--- src/rtl/psg_seq_pkg.sv ---
// Package: shared types and helpers for the sound chip bus sequencer.
// Assumes all durations are given in whole nanoseconds and the clock period in picoseconds.
package psg_seq_pkg;

    localparam int NUM_CHIPS = 2;

    // Control field values {reset, dir, bc} driven to a chip.
    typedef enum logic [2:0] {
        CTL_RESET = 3'b000,
        CTL_IDLE  = 3'b100,
        CTL_READ  = 3'b101,
        CTL_WRITE = 3'b110,
        CTL_LATCH = 3'b111
    } bus_ctl_e;

    // Host command encoding.
    typedef enum logic [1:0] {
        CMD_WRITE = 2'b00,
        CMD_RESET = 2'b01,
        CMD_CLEAR = 2'b10,
        CMD_NONE  = 2'b11
    } host_cmd_e;

    // Sequencer phases.
    typedef enum logic [2:0] {
        PH_IDLE,
        PH_LATCH,
        PH_GAP,
        PH_SETUP,
        PH_STROBE,
        PH_TAIL,
        PH_RPULSE,
        PH_RWAIT
    } seq_phase_e;

    // Converts a duration in ns to clock cycles, rounding up, with a minimum of one.
    function automatic int ns_to_cycles(input int ns, input int period_ps);
        int c;
        c = (ns * 1000 + period_ps - 1) / period_ps;
        if (c < 1) c = 1;
        return c;
    endfunction

    // Returns the larger of two integers.
    function automatic int int_max(input int a, input int b);
        return (a > b) ? a : b;
    endfunction

endpackage

--- src/rtl/psg_hold_timer.sv ---
// Module: down-counting dwell timer shared by all phases.
// A load sets the count to the phase length. expire_o is high in the last cycle of the phase.
// Assumes every load value is at least 1 and TW is at least 2.
module psg_hold_timer #(
    parameter int TW = 10
) (
    input  logic          clk,
    input  logic          rst_n,
    input  logic          load_i,
    input  logic [TW-1:0] load_val_i,
    output logic          expire_o
);

    localparam logic [TW-1:0] CNT_ONE = {{(TW-1){1'b0}}, 1'b1};

    logic [TW-1:0] cnt_q;

    // Count register: a load wins, otherwise count down to zero and stop.
    always_ff @(posedge clk) begin
        if (!rst_n) begin
            cnt_q <= '0;
        end else if (load_i) begin
            cnt_q <= load_val_i;
        end else if (cnt_q != '0) begin
            cnt_q <= cnt_q - CNT_ONE;
        end
    end

    assign expire_o = (cnt_q == CNT_ONE);

    // without a reload, a running count drops by exactly one per cycle.
    a_r5_count_down: assert property (@(posedge clk) disable iff (!rst_n)
        (!load_i && cnt_q != '0) |=> (cnt_q == $past(cnt_q) - CNT_ONE));

endmodule

--- src/rtl/psg_phase_fsm.sv ---
// Module: operation sequencer. It accepts host requests while idle and steps through
// the write or reset phases, loading the shared timer on each phase change.
// For a clear, it repeats the write phases with indices running from the top register down to 0.
// Assumes every *_C parameter is at least 1 and fits in TW bits.
module psg_phase_fsm
    import psg_seq_pkg::*;
#(
    parameter int TW       = 10,
    parameter int IDXW     = 4,
    parameter int DW       = 8,
    parameter int NUM_REGS = 14,
    parameter int ADDR_C   = 38,
    parameter int GAP_C    = 7,
    parameter int SETUP_C  = 7,
    parameter int STROBE_C = 225,
    parameter int TAIL_C   = 13,
    parameter int RPULSE_C = 63,
    parameter int RWAIT_C  = 625
) (
    input  logic            clk,
    input  logic            rst_n,
    input  logic            req_valid_i,
    input  logic [1:0]      req_cmd_i,
    input  logic            req_chip_i,
    input  logic [IDXW-1:0] req_index_i,
    input  logic [DW-1:0]   req_value_i,
    input  logic            expire_i,
    output logic            load_o,
    output logic [TW-1:0]   load_val_o,
    output seq_phase_e      phase_o,
    output logic            chip_o,
    output logic [IDXW-1:0] index_o,
    output logic [DW-1:0]   value_o,
    output logic            busy_o,
    output logic            done_o
);

    localparam logic [TW-1:0]   ADDR_L   = ADDR_C[TW-1:0];
    localparam logic [TW-1:0]   GAP_L    = GAP_C[TW-1:0];
    localparam logic [TW-1:0]   SETUP_L  = SETUP_C[TW-1:0];
    localparam logic [TW-1:0]   STROBE_L = STROBE_C[TW-1:0];
    localparam logic [TW-1:0]   TAIL_L   = TAIL_C[TW-1:0];
    localparam logic [TW-1:0]   RPULSE_L = RPULSE_C[TW-1:0];
    localparam logic [TW-1:0]   RWAIT_L  = RWAIT_C[TW-1:0];
    localparam int              LAST_I   = NUM_REGS - 1;
    localparam logic [IDXW-1:0] LAST_IDX = LAST_I[IDXW-1:0];
    localparam logic [IDXW-1:0] IDX_ONE  = {{(IDXW-1){1'b0}}, 1'b1};

    seq_phase_e      state_q, state_d;
    logic            chip_q;
    logic            clr_q;
    logic [IDXW-1:0] idx_q;
    logic [DW-1:0]   val_q;
    logic            done_q;
    logic            accept;
    logic            more;
    logic            fin;
    logic            is_clear;

    assign accept   = (state_q == PH_IDLE) && req_valid_i && (req_cmd_i != CMD_NONE);
    assign is_clear = (req_cmd_i == CMD_CLEAR);
    assign more     = clr_q && (idx_q != '0);

    // Next-phase decode and timer reload on every phase change.
    always_comb begin
        state_d    = state_q;
        load_o     = 1'b0;
        load_val_o = '0;
        fin        = 1'b0;
        case (state_q)
            PH_IDLE: begin
                if (accept) begin
                    load_o = 1'b1;
                    if (req_cmd_i == CMD_RESET) begin
                        state_d    = PH_RPULSE;
                        load_val_o = RPULSE_L;
                    end else begin
                        state_d    = PH_LATCH;
                        load_val_o = ADDR_L;
                    end
                end
            end
            PH_LATCH: if (expire_i) begin
                state_d = PH_GAP;    load_o = 1'b1; load_val_o = GAP_L;
            end
            PH_GAP: if (expire_i) begin
                state_d = PH_SETUP;  load_o = 1'b1; load_val_o = SETUP_L;
            end
            PH_SETUP: if (expire_i) begin
                state_d = PH_STROBE; load_o = 1'b1; load_val_o = STROBE_L;
            end
            PH_STROBE: if (expire_i) begin
                state_d = PH_TAIL;   load_o = 1'b1; load_val_o = TAIL_L;
            end
            PH_TAIL: if (expire_i) begin
                if (more) begin
                    state_d = PH_LATCH; load_o = 1'b1; load_val_o = ADDR_L;
                end else begin
                    state_d = PH_IDLE;  fin = 1'b1;
                end
            end
            PH_RPULSE: if (expire_i) begin
                state_d = PH_RWAIT;  load_o = 1'b1; load_val_o = RWAIT_L;
            end
            PH_RWAIT: if (expire_i) begin
                state_d = PH_IDLE;   fin = 1'b1;
            end
            default: state_d = PH_IDLE;
        endcase
    end

    // Phase register and completion pulse.
    always_ff @(posedge clk) begin
        if (!rst_n) begin
            state_q <= PH_IDLE;
            done_q  <= 1'b0;
        end else begin
            state_q <= state_d;
            done_q  <= fin;
        end
    end

    // Operation registers: captured on acceptance; the index steps down between clear writes.
    always_ff @(posedge clk) begin
        if (!rst_n) begin
            chip_q <= 1'b0;
            clr_q  <= 1'b0;
            idx_q  <= '0;
            val_q  <= '0;
        end else if (accept) begin
            chip_q <= req_chip_i;
            clr_q  <= is_clear;
            idx_q  <= is_clear ? LAST_IDX : req_index_i;
            val_q  <= is_clear ? '0 : req_value_i;
        end else if (state_q == PH_TAIL && expire_i && more) begin
            idx_q  <= idx_q - IDX_ONE;
        end
    end

    assign phase_o = state_q;
    assign chip_o  = chip_q;
    assign index_o = idx_q;
    assign value_o = val_q;
    assign busy_o  = (state_q != PH_IDLE);
    assign done_o  = done_q;

    // the completion pulse lasts one cycle.
    a_r10_done_pulse: assert property (@(posedge clk) disable iff (!rst_n)
        done_o |=> !done_o);

    // the completion cycle is already idle.
    a_r10_done_idle: assert property (@(posedge clk) disable iff (!rst_n)
        done_o |-> !busy_o);

    // a running operation keeps its target and value whatever the host sends.
    a_r11_op_locked: assert property (@(posedge clk) disable iff (!rst_n)
        (busy_o && $past(busy_o)) |-> ($stable(chip_q) && $stable(clr_q) && $stable(val_q)));

    // each repeated write of a clear uses the next lower index.
    a_r7_clear_order: assert property (@(posedge clk) disable iff (!rst_n)
        (clr_q && state_q == PH_LATCH && $past(state_q) == PH_TAIL) |-> (idx_q == $past(idx_q) - IDX_ONE));

endmodule

--- src/rtl/psg_chip_port.sv ---
// Module: per-chip bus driver. It decodes the shared phase into this chip's control code
// and data bus. When this chip is not in a write phase, the bus holds its last value.
// Assumes the index fits in the data width.
module psg_chip_port
    import psg_seq_pkg::*;
#(
    parameter int CHIP_ID = 0,
    parameter int IDXW    = 4,
    parameter int DW      = 8
) (
    input  logic            clk,
    input  logic            rst_n,
    input  seq_phase_e      phase_i,
    input  logic            sel_i,
    input  logic [IDXW-1:0] index_i,
    input  logic [DW-1:0]   value_i,
    output logic [2:0]      ctrl_o,
    output logic [DW-1:0]   data_o
);

    localparam logic MY_SEL = CHIP_ID[0];

    logic          mine;
    logic          drive;
    logic          addr_phase;
    logic [DW-1:0] hold_q;

    assign mine       = (sel_i == MY_SEL);
    assign addr_phase = (phase_i == PH_LATCH) || (phase_i == PH_GAP);
    assign drive      = mine && (addr_phase || phase_i == PH_SETUP ||
                                 phase_i == PH_STROBE || phase_i == PH_TAIL);

    // Control code decode for this chip.
    always_comb begin
        ctrl_o = CTL_IDLE;
        if (mine) begin
            case (phase_i)
                PH_LATCH:  ctrl_o = CTL_LATCH;
                PH_STROBE: ctrl_o = CTL_WRITE;
                PH_RPULSE: ctrl_o = CTL_RESET;
                default:   ctrl_o = CTL_IDLE;
            endcase
        end
    end

    // Data bus select: index while addressing, value after that, else the held value.
    always_comb begin
        if (!drive)          data_o = hold_q;
        else if (addr_phase) data_o = {{(DW-IDXW){1'b0}}, index_i};
        else                 data_o = value_i;
    end

    // Bus hold register.
    always_ff @(posedge clk) begin
        if (!rst_n) hold_q <= '0;
        else        hold_q <= data_o;
    end

    // only the four codes the sequence uses ever appear.
    a_r2_code_legal: assert property (@(posedge clk) disable iff (!rst_n)
        ctrl_o inside {CTL_RESET, CTL_IDLE, CTL_WRITE, CTL_LATCH});

    // an address latch always follows the idle code.
    a_r3_latch_from_idle: assert property (@(posedge clk) disable iff (!rst_n)
        (ctrl_o == CTL_LATCH && $past(ctrl_o) != CTL_LATCH) |-> ($past(ctrl_o) == CTL_IDLE));

    // the data bus is already settled when the strobe starts.
    a_r4_data_settled: assert property (@(posedge clk) disable iff (!rst_n)
        (ctrl_o == CTL_WRITE && $past(ctrl_o) != CTL_WRITE) |-> $stable(data_o));

    // a chip that is not targeted sees only the idle code.
    a_r8_other_idle: assert property (@(posedge clk) disable iff (!rst_n)
        !mine |-> (ctrl_o == CTL_IDLE));

    // while the sequencer stays idle, the data bus does not move.
    a_r9_hold_idle: assert property (@(posedge clk) disable iff (!rst_n)
        (phase_i == PH_IDLE && $past(phase_i) == PH_IDLE) |-> $stable(data_o));

endmodule

--- src/rtl/psg_bus_sequencer.sv ---
// Module: top of the sound chip bus write sequencer. It converts the dwell times from ns
// to cycles and connects the sequencer, the shared timer and one bus driver per chip.
// Assumes a single clock with a period of CLK_PERIOD_PS picoseconds.
module psg_bus_sequencer
    import psg_seq_pkg::*;
#(
    parameter int CLK_PERIOD_PS  = 8000,
    parameter int ADDR_HOLD_NS   = 300,
    parameter int BUS_GAP_NS     = 50,
    parameter int DATA_SETUP_NS  = 50,
    parameter int STROBE_NS      = 1800,
    parameter int TAIL_NS        = 100,
    parameter int RESET_PULSE_NS = 500,
    parameter int RESET_WAIT_NS  = 5000,
    parameter int NUM_REGS       = 14
) (
    input  logic       clk,
    input  logic       rst_n,
    input  logic       req_valid,
    input  logic [1:0] req_cmd,
    input  logic       req_chip,
    input  logic [3:0] req_index,
    input  logic [7:0] req_value,
    output logic       busy,
    output logic       done,
    output logic [2:0] left_ctrl,
    output logic [7:0] left_data,
    output logic [2:0] right_ctrl,
    output logic [7:0] right_data
);

    localparam int IDXW     = 4;
    localparam int DW       = 8;
    localparam int ADDR_C   = ns_to_cycles(ADDR_HOLD_NS, CLK_PERIOD_PS);
    localparam int GAP_C    = ns_to_cycles(BUS_GAP_NS, CLK_PERIOD_PS);
    localparam int SETUP_C  = ns_to_cycles(DATA_SETUP_NS, CLK_PERIOD_PS);
    localparam int STROBE_C = ns_to_cycles(STROBE_NS, CLK_PERIOD_PS);
    localparam int TAIL_C   = ns_to_cycles(TAIL_NS, CLK_PERIOD_PS);
    localparam int RPULSE_C = ns_to_cycles(RESET_PULSE_NS, CLK_PERIOD_PS);
    localparam int RWAIT_C  = ns_to_cycles(RESET_WAIT_NS, CLK_PERIOD_PS);
    localparam int MAX_C    = int_max(int_max(int_max(ADDR_C, GAP_C), int_max(SETUP_C, STROBE_C)),
                                      int_max(int_max(TAIL_C, RPULSE_C), RWAIT_C));
    localparam int TW       = int_max(2, $clog2(MAX_C + 1));

    logic            load;
    logic [TW-1:0]   load_val;
    logic            expire;
    seq_phase_e      phase;
    logic            sel_chip;
    logic [IDXW-1:0] cur_index;
    logic [DW-1:0]   cur_value;
    logic [2:0]      ctrl_w [NUM_CHIPS];
    logic [DW-1:0]   data_w [NUM_CHIPS];

    psg_phase_fsm #(
        .TW(TW), .IDXW(IDXW), .DW(DW), .NUM_REGS(NUM_REGS),
        .ADDR_C(ADDR_C), .GAP_C(GAP_C), .SETUP_C(SETUP_C), .STROBE_C(STROBE_C),
        .TAIL_C(TAIL_C), .RPULSE_C(RPULSE_C), .RWAIT_C(RWAIT_C)
    ) u_fsm (
        .clk(clk), .rst_n(rst_n),
        .req_valid_i(req_valid), .req_cmd_i(req_cmd), .req_chip_i(req_chip),
        .req_index_i(req_index), .req_value_i(req_value),
        .expire_i(expire), .load_o(load), .load_val_o(load_val),
        .phase_o(phase), .chip_o(sel_chip), .index_o(cur_index), .value_o(cur_value),
        .busy_o(busy), .done_o(done)
    );

    psg_hold_timer #(.TW(TW)) u_timer (
        .clk(clk), .rst_n(rst_n), .load_i(load), .load_val_i(load_val), .expire_o(expire)
    );

    for (genvar c = 0; c < NUM_CHIPS; c++) begin : g_port
        psg_chip_port #(.CHIP_ID(c), .IDXW(IDXW), .DW(DW)) u_port (
            .clk(clk), .rst_n(rst_n), .phase_i(phase), .sel_i(sel_chip),
            .index_i(cur_index), .value_i(cur_value),
            .ctrl_o(ctrl_w[c]), .data_o(data_w[c])
        );
    end

    assign left_ctrl  = ctrl_w[0];
    assign left_data  = data_w[0];
    assign right_ctrl = ctrl_w[1];
    assign right_data = data_w[1];

endmodule

--- config.mk ---
export PLATFORM = sky130hd
export DESIGN_NAME = psg_bus_sequencer
export DESIGN_NICKNAME = d
export VERILOG_FILES = /design/src/rtl/psg_seq_pkg.sv /design/src/rtl/psg_hold_timer.sv /design/src/rtl/psg_phase_fsm.sv /design/src/rtl/psg_chip_port.sv /design/src/rtl/psg_bus_sequencer.sv
export SDC_FILE = /design/constraint.sdc
export NUM_CORES = 1
export LEC_CHECK = 0
export ABC_AREA = 1
export BUFFER_PORTS_ARGS = -buffer_cell sky130_fd_sc_hd__clkbuf_2
export CAP_MARGIN = 5
export CORE_MARGIN = 5
export CORE_UTILIZATION = 40
export CTS_CLUSTER_SIZE = 10
export DETAILED_ROUTE_END_ITERATION = 12
export GPL_TIMING_DRIVEN = 0
export PLACE_DENSITY = 0.6
export REMOVE_ABC_BUFFERS = 1
export SYNTH_ARGS = -nofsm -noshare
export SYNTH_HDL_FRONTEND = slang
export SYNTH_HIERARCHICAL = 1
export SYNTH_SLANG_ARGS = --single-unit
--- constraint.sdc ---
create_clock -name clk -period 2.7 [get_ports clk]
set_input_delay 0.54 -clock clk [delete_from_list [all_inputs] [get_ports clk]]
set_output_delay 0.54 -clock clk [all_outputs]
set_load 0.005 [all_outputs]
* Yosys cells after proc, flatten, opt, wreduce, memory -nomap -nowiden
Cells that the tools add are included.
** Storage, ports and cells
- Output and inout port bits :: 24
- Input port bits :: 18
- Register bits :: 44
** Cells by class
- Bitwise operators :: 1
- Multiplexer cells :: 40
- Eq/ne operators :: 19
- Add/sub/neg operators :: 2
- Reductions and logical operators :: 20
** Operators by type and width (count)
- $pmux 10 s6 :: 1
- $mux 10 :: 5
- $mux 8 :: 5
- $mux 3 :: 12
- $pmux 3 s8 :: 1
- $mux 4 :: 4
- $ne 2x2->1 const B :: 7
- $eq 3x3->1 const B :: 4
- $eq 10x1->1 const B :: 1
- $reduce_bool 10->1 :: 1
- $sub 10x1->10 const B :: 1
- $pmux 3 s3 :: 1
- $reduce_and 8->1 :: 1
- $logic_and 1x1->1 :: 7
- $mux 1 :: 7
- $eq 3x2->1 const B :: 2
- $mux 6 :: 1
- $mux 5 :: 1
- $reduce_or 5->1 :: 1
- $logic_or 1x1->1 :: 4
- $ne 2x1->1 const B :: 2
- $reduce_bool 2->1 :: 2
- $reduce_bool 4->1 :: 1
- $sub 4x1->4 const B :: 1
- 9 further kinds :: 9

* Logic depth before layout (Yosys ltp)
Gate-level depths: netlist of the first run.
- Depth after elaboration :: 7
- Mapped depth :: 15
- Gate-level depth less buffers :: 14

* Hierarchy
Netlist of the first run, hierarchy kept.
** By module, submodules not included
- psg_phase_fsm :: area an instance 1006.0 sq um, cells an instance 149, seq. area each 360.3 sq um, instances 1
- psg_hold_timer :: area an instance 695.7 sq um, cells an instance 107, seq. area each 200.2 sq um, instances 1
- psg_chip_port at g_port[0].u_port :: area an instance 473.0 sq um, cells an instance 73, seq. area each 160.2 sq um, instances 1
- psg_chip_port at g_port[1].u_port :: area an instance 467.9 sq um, cells an instance 75, seq. area each 160.2 sq um, instances 1

* Worst setup path after synthesis of the first run
OpenSTA, ideal clock, no wires.
- Path kind :: reg-to-reg
- Start :: reg u_timer.cnt_q[8]
- End :: reg u_timer.cnt_q[7]
- Path buffers :: 1
- Stages on the path, launching flop included :: 15
- Clock period less this slack :: 2.386 ns
- Data arrival time :: 2.269 ns
- Setup slack :: 0.314 ns
- Setup time :: 0.117 ns
- Cell sequence :: dfxtp_1 -> nor2_1 -> nand3_1 -> nor2_1 -> nand4_1 -> o21ai_4 -> inv_2 -> o21ai_1 -> buf_2 -> inv_1 -> or2_2 -> nand2_1 -> inv_1 -> nand2_1 -> nor2_1
** Between the ends
- Longest elaborated chain between the ends :: 4
** RTL lines
- start, declared :: line psg_hold_timer.sv:16 : logic [TW-1:0] cnt_q;
- start signal, assigned :: line psg_hold_timer.sv:23 : cnt_q <= load_val_i;
- start signal, assigned :: line psg_hold_timer.sv:25 : cnt_q <= cnt_q - CNT_ONE;
- $eq 10x1->1 * :: line psg_hold_timer.sv:29 : assign expire_o = (cnt_q == CNT_ONE);
- named net expire :: line psg_bus_sequencer.sv:47 : logic expire;
- $mux 1, on equally long branches
- $pmux 1 s3 * :: line psg_phase_fsm.sv:70 : case (state_q)
- named net load :: line psg_bus_sequencer.sv:45 : logic load;
- $mux 10 or $reduce_bool 2->1 (tied branches)
The timed path passes the listed nets; every way through them passes the cells marked *.
A chain may end at the register's enable or synchronous reset.

* Worst setup path in the final report of the first run
- Start :: reg u_fsm.state_q[1], in the netlist u_fsm/phase_o[1]
- End :: out right_data[0]
** Between the ends
- Longest elaborated chain between the ends :: 7
** RTL lines
- start, declared :: line psg_phase_fsm.sv:49 : seq_phase_e state_q, state_d;
- start signal, assigned :: line psg_phase_fsm.sv:118 : state_q <= state_d;
- $eq 3x1->1 or $eq 3x2->1 (tied branches) :: line psg_chip_port.sv:29 : assign addr_phase = (phase_i == PH_LATCH) || (phase_i == PH_GAP);
- $logic_or 1x1->1 :: line psg_chip_port.sv:29
- $logic_or 1x1->1 (2 in series) :: line psg_chip_port.sv:30 : assign drive = mine && (addr_phase || phase_i == PH_SETUP ||
- $logic_or 1x1->1 :: line psg_chip_port.sv:31 : phase_i == PH_STROBE || phase_i == PH_TAIL);
- $logic_and 1x1->1 :: line psg_chip_port.sv:30
- $mux 8 * :: line psg_chip_port.sv:48 : if (!drive) data_o = hold_q;
- end, declared :: line psg_bus_sequencer.sv:29 : output logic [7:0] right_data
Every way passes the cells marked *; elsewhere a longest branch is shown, timed or not.

==> results of run 1 <==
-- kinds of logic after synthesis --
logic type | Yosys count | synth area share
adder cells (fa/ha/maj) | 3 | 0.0142
AO/OA/AOI/OAI | 41 | 0.0862
other | 1 | 0.00142
AND/OR/NAND/NOR | 257 | 0.466
flip-flops | 44 | 0.333
XOR/XNOR | 3 | 0.00994
buffers and inverters | 55 | 0.0885
-- worst max path at each step --
stage / endpoint / from
after floorplan: u_timer/cnt_q[7] / u_timer/cnt_q[8]
after global placement: u_timer/cnt_q[7] / u_timer/cnt_q[8]
after detailed placement: u_timer/cnt_q[7] / u_timer/cnt_q[8]
after CTS: u_timer/cnt_q[7] / u_timer/cnt_q[8]
after global routing: right_data[2] / u_fsm/phase_o[1]
final: right_data[0] / u_fsm/phase_o[1]
-- repair_timing --
action                     4_1_cts  5_1_grt
hold buffers                     0        0
setup endpoints to repair       10        6
pin swaps                        0        1
gates resized for setup          4        2
setup buffers                    0        2
-- synthesized netlist by cell type --
master	n
dfxtp_1	44
nor2_2	2
nand2_4	3
or2_1	1
o22ai_1	1
inv_2	8
nor2_8	2
a21boi_0	1
or2_2	8
nand4_1	8
inv_1	39
a21oi_1	25
a31o_2	1
nor2_1	47
nor3_1	1
nand3_4	2
o21ai_1	5
xnor2_1	2
buf_4	2
nand3_2	1
buf_6	2
nor2_4	3
nand2_2	7
o21ai_0	6
nand2_1	117
inv_4	1
o21ai_4	1
o2111ai_1	1
nand3_1	52
conb_1	1
nand4_4	1
buf_2	2
ha_1	3
nand3b_1	2
xor2_1	1
clkbuf_1	1
-- state kept, by name, indices dropped and copies added (netlist names) --
signal / flops
g_port.u_port/hold_q: 16
u_timer/cnt_q: 10
u_fsm/value_o: 8
u_fsm/index_o: 4
u_fsm/phase_o: 3
u_fsm/chip_o: 1
u_fsm/clr_q: 1
u_fsm/done_o: 1
-- cells in the final DEF, fill, tap and decap left out, types with 7 or more instances in the layout --
cell	netlist	layout
nand4_1	8	8
clkbuf_2	0	41
nand2_1	117	117
nand3_1	52	52
a21oi_1	25	25
nand2_2	7	7
inv_2	8	9
dfxtp_1	44	44
nor2_1	47	45
inv_1	39	38
or2_2	8	8
-- worst max-delay path: cells and delay by family, from the launching register on --
family / cells / cell delay (ns)
buffers and inverters: 3 / 0.27
flip-flops: 1 / 0.74
AND/OR/NAND/NOR: 4 / 0.67
-- layer usage --
| metal | wire length (um) | part of all wire | vias to the layer above | track usage |
|---|---|---|---|---|
| met5 | 0 | 0 | - | 0 |
| met4 | 65 | 0.010 | 0 | 0.0367 |
| met3 | 272 | 0.043 | 5 | 0.0281 |
| met2 | 2770 | 0.44 | 72 | 0.231 |
| met1 | 3190 | 0.51 | 1158 | 0.225 |
| li1 | - | - | 1374 | - |
-- final cells by class --
class | count | area (sq um)
multi-input cells | 305 | 1550
well taps | 77 | 96.3
flip-flops and latches | 44 | 881
clock inverters | 1 | 30.0
clock buffers | 5 | 68.8
fillers | 701 | 3360
inverters | 48 | 183
repair buffers | 43 | 220
-- power groups by stage --
stage / logic, mW / registers (mW) / clock network, mW
2_1_floorplan: 1.17 / 0.926 / 0
3_3_place_gp: 1.48 / 0.970 / 0
3_5_place_dp: 1.48 / 0.972 / 0
4_1_cts: 1.50 / 0.958 / 0.503
5_1_grt: 1.73 / 0.990 / 0.524
6_report: 1.52 / 0.962 / 0.483
-- per-stage QoR --
step                      cells  hold slack (ns)
after global placement      515            0.452
after CTS                   521            0.456
after floorplan             397            0.445
final                       523            0.468
after global routing        523            0.460
after detailed placement    515            0.457
==> results.yml, run 1 <==
power_and_ir_drop:
  power_density_nw_per_um2: 980
  peakVddDrop_mv: 0.634
  p_leak_nw: 1.52
  total_power_mw: 2.97
  swShare: 0.452
  switching_power_mw: 1.34
  combPwrFrac: 0.513
  clkPwrFrac: 0.163
  power_frac_seq: 0.324
  internal_power_mw: 1.62
logic_synthesis:
  syn_avg_cell_area_sq_um: 6.54
  ys.warnings.count: 6
  synthTopCellsByArea: "dfxtp_1 33%, nand2_1 17%, nand3_1 9.8%, nor2_1 6.7%, inv_1 5.5%"
  ys_types: 36
  synth_top_area_cell: "dfxtp_1"
  synth.top_cell.area_share: 0.333
  syn_inst: 404
  ys_seq_elements: 44
  synth_seq_area_share: 0.333
  netlist_area_sq_um: 2640
floorplan:
  die_y_um: 91.3
  rows: 29
  ios: 42
  initial_core_util: 0.414
  coreArea_sq_um: 6390
  die_w_um: 91.3
  dieArea_sq_um: 8330
placed_design:
  portBuffers: 41
  routabilityCongestion: 0.846
  place_hpwl_um: 4750
  place_area_sq_um: 2890
  place_ws_ns: -0.505
global_routing:
  antenna_found_initial: 0
  gr-total-overflow: 0
  first_global_vias: 2258
  grt_use_total: 0.153
  grt_pass1_wl_um: 10700
  grt_max_degree: 18
worst_setup_path:
  end_kind: "primary output"
  r2r_cells: 13
  required_ns: 2.16
  max_stage_delay_ns: 0.74
  crit_fanout: 13
  cpMaxStageDelayCell: "dfxtp_1"
  worstPathCellList: "inv_2 > nand2_1 > nand2_2 > or2_2 > nand2_1 > inv_1 > clkbuf_2"
  r2r_end: "u_timer/cnt_q[7]"
  cp.arrival_ns: 1.99
  reg2reg_setup_slack_ns: 0.32
  start_kind: "register"
  cp_common_cell: "nand2_1"
  r2r-start: "u_timer/cnt_q[4]"
  worstSetupPathType: "register to primary output"
finish:
  syn_to_final_growth_pct: 14.5
  n_antenna_cell: 0
  drive_above_1_share: 0.209
  final_core_util: 0.474
  design_area_sq_um: 3030
  num-nets-final: 468
route:
  routed_via_density: 4.99
  ant_nets: 0
  wire_per_inst_um: 12.0
  drt-pass1-iter-count: 4
  vias: 2609
  drc_errors: 0
  finalWirelength_um: 6300
  drt_iter0_markers: 121
timing:
  fmax_mhz: 395
  rsz0062_at_grt: "false"
  worst_clock_skew_ns: 0.00658
  hold_viol: 0
  setup_tns_ns: 0
  tightest_slew_ns: 0.650
  min_period_over_period: 0.938
  fin_crit_ns: 2.53
  slew_headroom: 0.566
  setup_viol: 0
  setup_slack_ns: 0.167
  finalMaxSlewViolations: 0
clock_network:
  cts_buffer_depth: 2
  path_clk_slew_ns: 0.08
  insertion_delay_ns: 0.29
  clock-root-buffer: "clkbuf_8"
  cts_tree: "done"
  clock_sinks: 44
  cts_made_buffers: 5
  ctsHtreeMaxLevel: 2
job:
  cap_viol_max_count: 0
run_status:
  status: "finished, final reports clean"
hold_path:
  hold_path_end: "u_fsm/clr_q"
  worstHoldStart: "u_fsm/clr_q"
  min_path_type: "register to register"
  worstHoldPathCells: 2
Note: power is estimated with default switching activity, not from simulation.
==> run 2, diff against run 1 <==
--- a/config.mk
+++ b/config.mk
@@ -15,6 +15,7 @@
 export GPL_TIMING_DRIVEN = 0
 export PLACE_DENSITY = 0.6
 export REMOVE_ABC_BUFFERS = 1
+export SETUP_SLACK_MARGIN = 0.5
 export SYNTH_ARGS = -nofsm -noshare
 export SYNTH_HDL_FRONTEND = slang
 export SYNTH_HIERARCHICAL = 1
==> results.yml, run 2 (synthesis gave the netlist of run 1 again) <==
placed_design:
  routabilityCongestion: 0.846
  dp_cells: 515
  portBuffers: 41
  place_hpwl_um: 4750
  place_area_sq_um: 2890
finish:
  layout_common_cells: "117 x nand2_1, 51 x nand3_1, 44 x nor2_1"
  num-nets-final: 481
  top_register: "g_port.u_port/hold_q"
  final_common_cell: "nand2_1"
  drive_above_1_share: 0.253
  final_core_util: 0.497
  largest_reg_flops: 16
  syn_to_final_growth_pct: 20.0
  design_area_sq_um: 3170
  fill_cells: 688
  n_antenna_cell: 0
  stdcell_count: 536
timing:
  hold_viol: 0
  setup_viol: 0
  fin_crit_ns: 2.08
  setup_tns_ns: 0
  min_period_over_period: 0.770
  rsz0062_at_grt: "false"
  finalMaxSlewViolations: 0
  worst_hold_slack_ns: 0.467
  fmax_mhz: 481
  worst_clock_skew_ns: 0.00610
clock_network:
  insertion_delay_ns: 0.29
  cts_tree: "done"
  clock_sinks: 44
  cts_hold_buffers: 0
  cts_buffer_depth: 2
  path_clk_slew_ns: 0.08
  clock-root-buffer: "clkbuf_8"
  cts_made_buffers: 5
  ctsHtreeMaxLevel: 2
route:
  ant_nets: 0
  drt_iter0_markers: 147
  finalWirelength_um: 6600
  drc_errors: 0
  drt-pass1-iter-count: 4
  routed_via_density: 4.97
  wire_per_inst_um: 12.3
  vias: 2662
power_and_ir_drop:
  p_leak_nw: 1.59
  power_density_nw_per_um2: 981
  peakVddDrop_mv: 0.652
worst_setup_path:
  worstSetupPathType: "register to primary output"
  end_kind: "primary output"
  required_ns: 2.16
  r2r_cells: 13
  r2r_end: "u_timer/cnt_q[7]"
  crit_fanout: 13
  cp.arrival_ns: 1.54
  start_kind: "register"
  cp-startpoint: "u_fsm/phase_o[1]"
  crit_path_end: "right_data[0]"
  reg2reg_setup_slack_ns: 0.65
  r2r-start: "u_timer/cnt_q[2]"
hold_path:
  min_path_type: "register to register"
  worstHoldStart: "u_fsm/clr_q"
global_routing:
  gr-total-overflow: 0
  antenna_found_initial: 0
  first_global_vias: 2276
  grt_max_degree: 18
  grt_use_total: 0.155
  grt_pass1_wl_um: 10800
floorplan:
  ios: 42
  die_w_um: 91.3
  die_y_um: 91.3
  rows: 29
  initial_core_util: 0.414
  coreArea_sq_um: 6390
  dieArea_sq_um: 8330
job:
  cap_viol_max_count: 0
run_status:
  status: "finished, final reports clean"
run 2: final cells by class:
type	instances	area, sq um	area share
multi-input combinational	305	1570	0.494
tap	77	96.3	0.0304
timing repair buffer	56	325	0.103
clock inverter	1	30.0	0.00947
inverter	48	188	0.0592
clock buffer	5	68.8	0.0217
sequential	44	897	0.283
run 2: power breakdown:
part           total [mW]  switching, mW  internal [mW]
Combinational        1.68           1.02          0.665
Sequential          0.947          0.148          0.800
Clock               0.482          0.216          0.266
run 2: worst min-delay path by stage:
stage,endpoint,cells after the start
2_1_floorplan,u_fsm/clr_q,2
3_3_place_gp,u_fsm/clr_q,2
3_5_place_dp,u_fsm/clr_q,2
4_1_cts,u_fsm/value_o[4],3
5_1_grt,u_fsm/value_o[7],3
6_report,u_fsm/clr_q,2
run 2: per-stage QoR:
step                worst slack, ns  power (mW)
floorplan                    0.0967        2.10
global placement             -0.530        2.45
detailed placement           -0.505        2.46
CTS                           0.486        3.01
global route                  0.481        3.40
finish                        0.620        3.11
run 2: metal layers:
layer  wire (um)  up-vias  GRT usage  part of all wire
met5           0        -          0                 0
met4          63        0     0.0367            0.0095
met3         295        5     0.0281             0.045
met2        2970       64      0.236              0.45
met1        3270     1186      0.225              0.50
li1            -     1407          -                 -
run 2: what timing repair did:
action                     in CTS  in global routing
cloned                          0                  0
setup buffers                   3                 12
setup endpoints to repair      31                 22
gates resized for setup        13                 10
pin swaps                       2                  5
run 2: worst max-delay path, stage by stage, from the launching register on:
cell,delay (ns)
dfxtp_4,0.38
inv_2,0.09
nand2_2,0.07
nand2_2,0.08
nand2_4,0.10
or2_2,0.29
nand2_1,0.09
inv_1,0.05
clkbuf_2,0.10
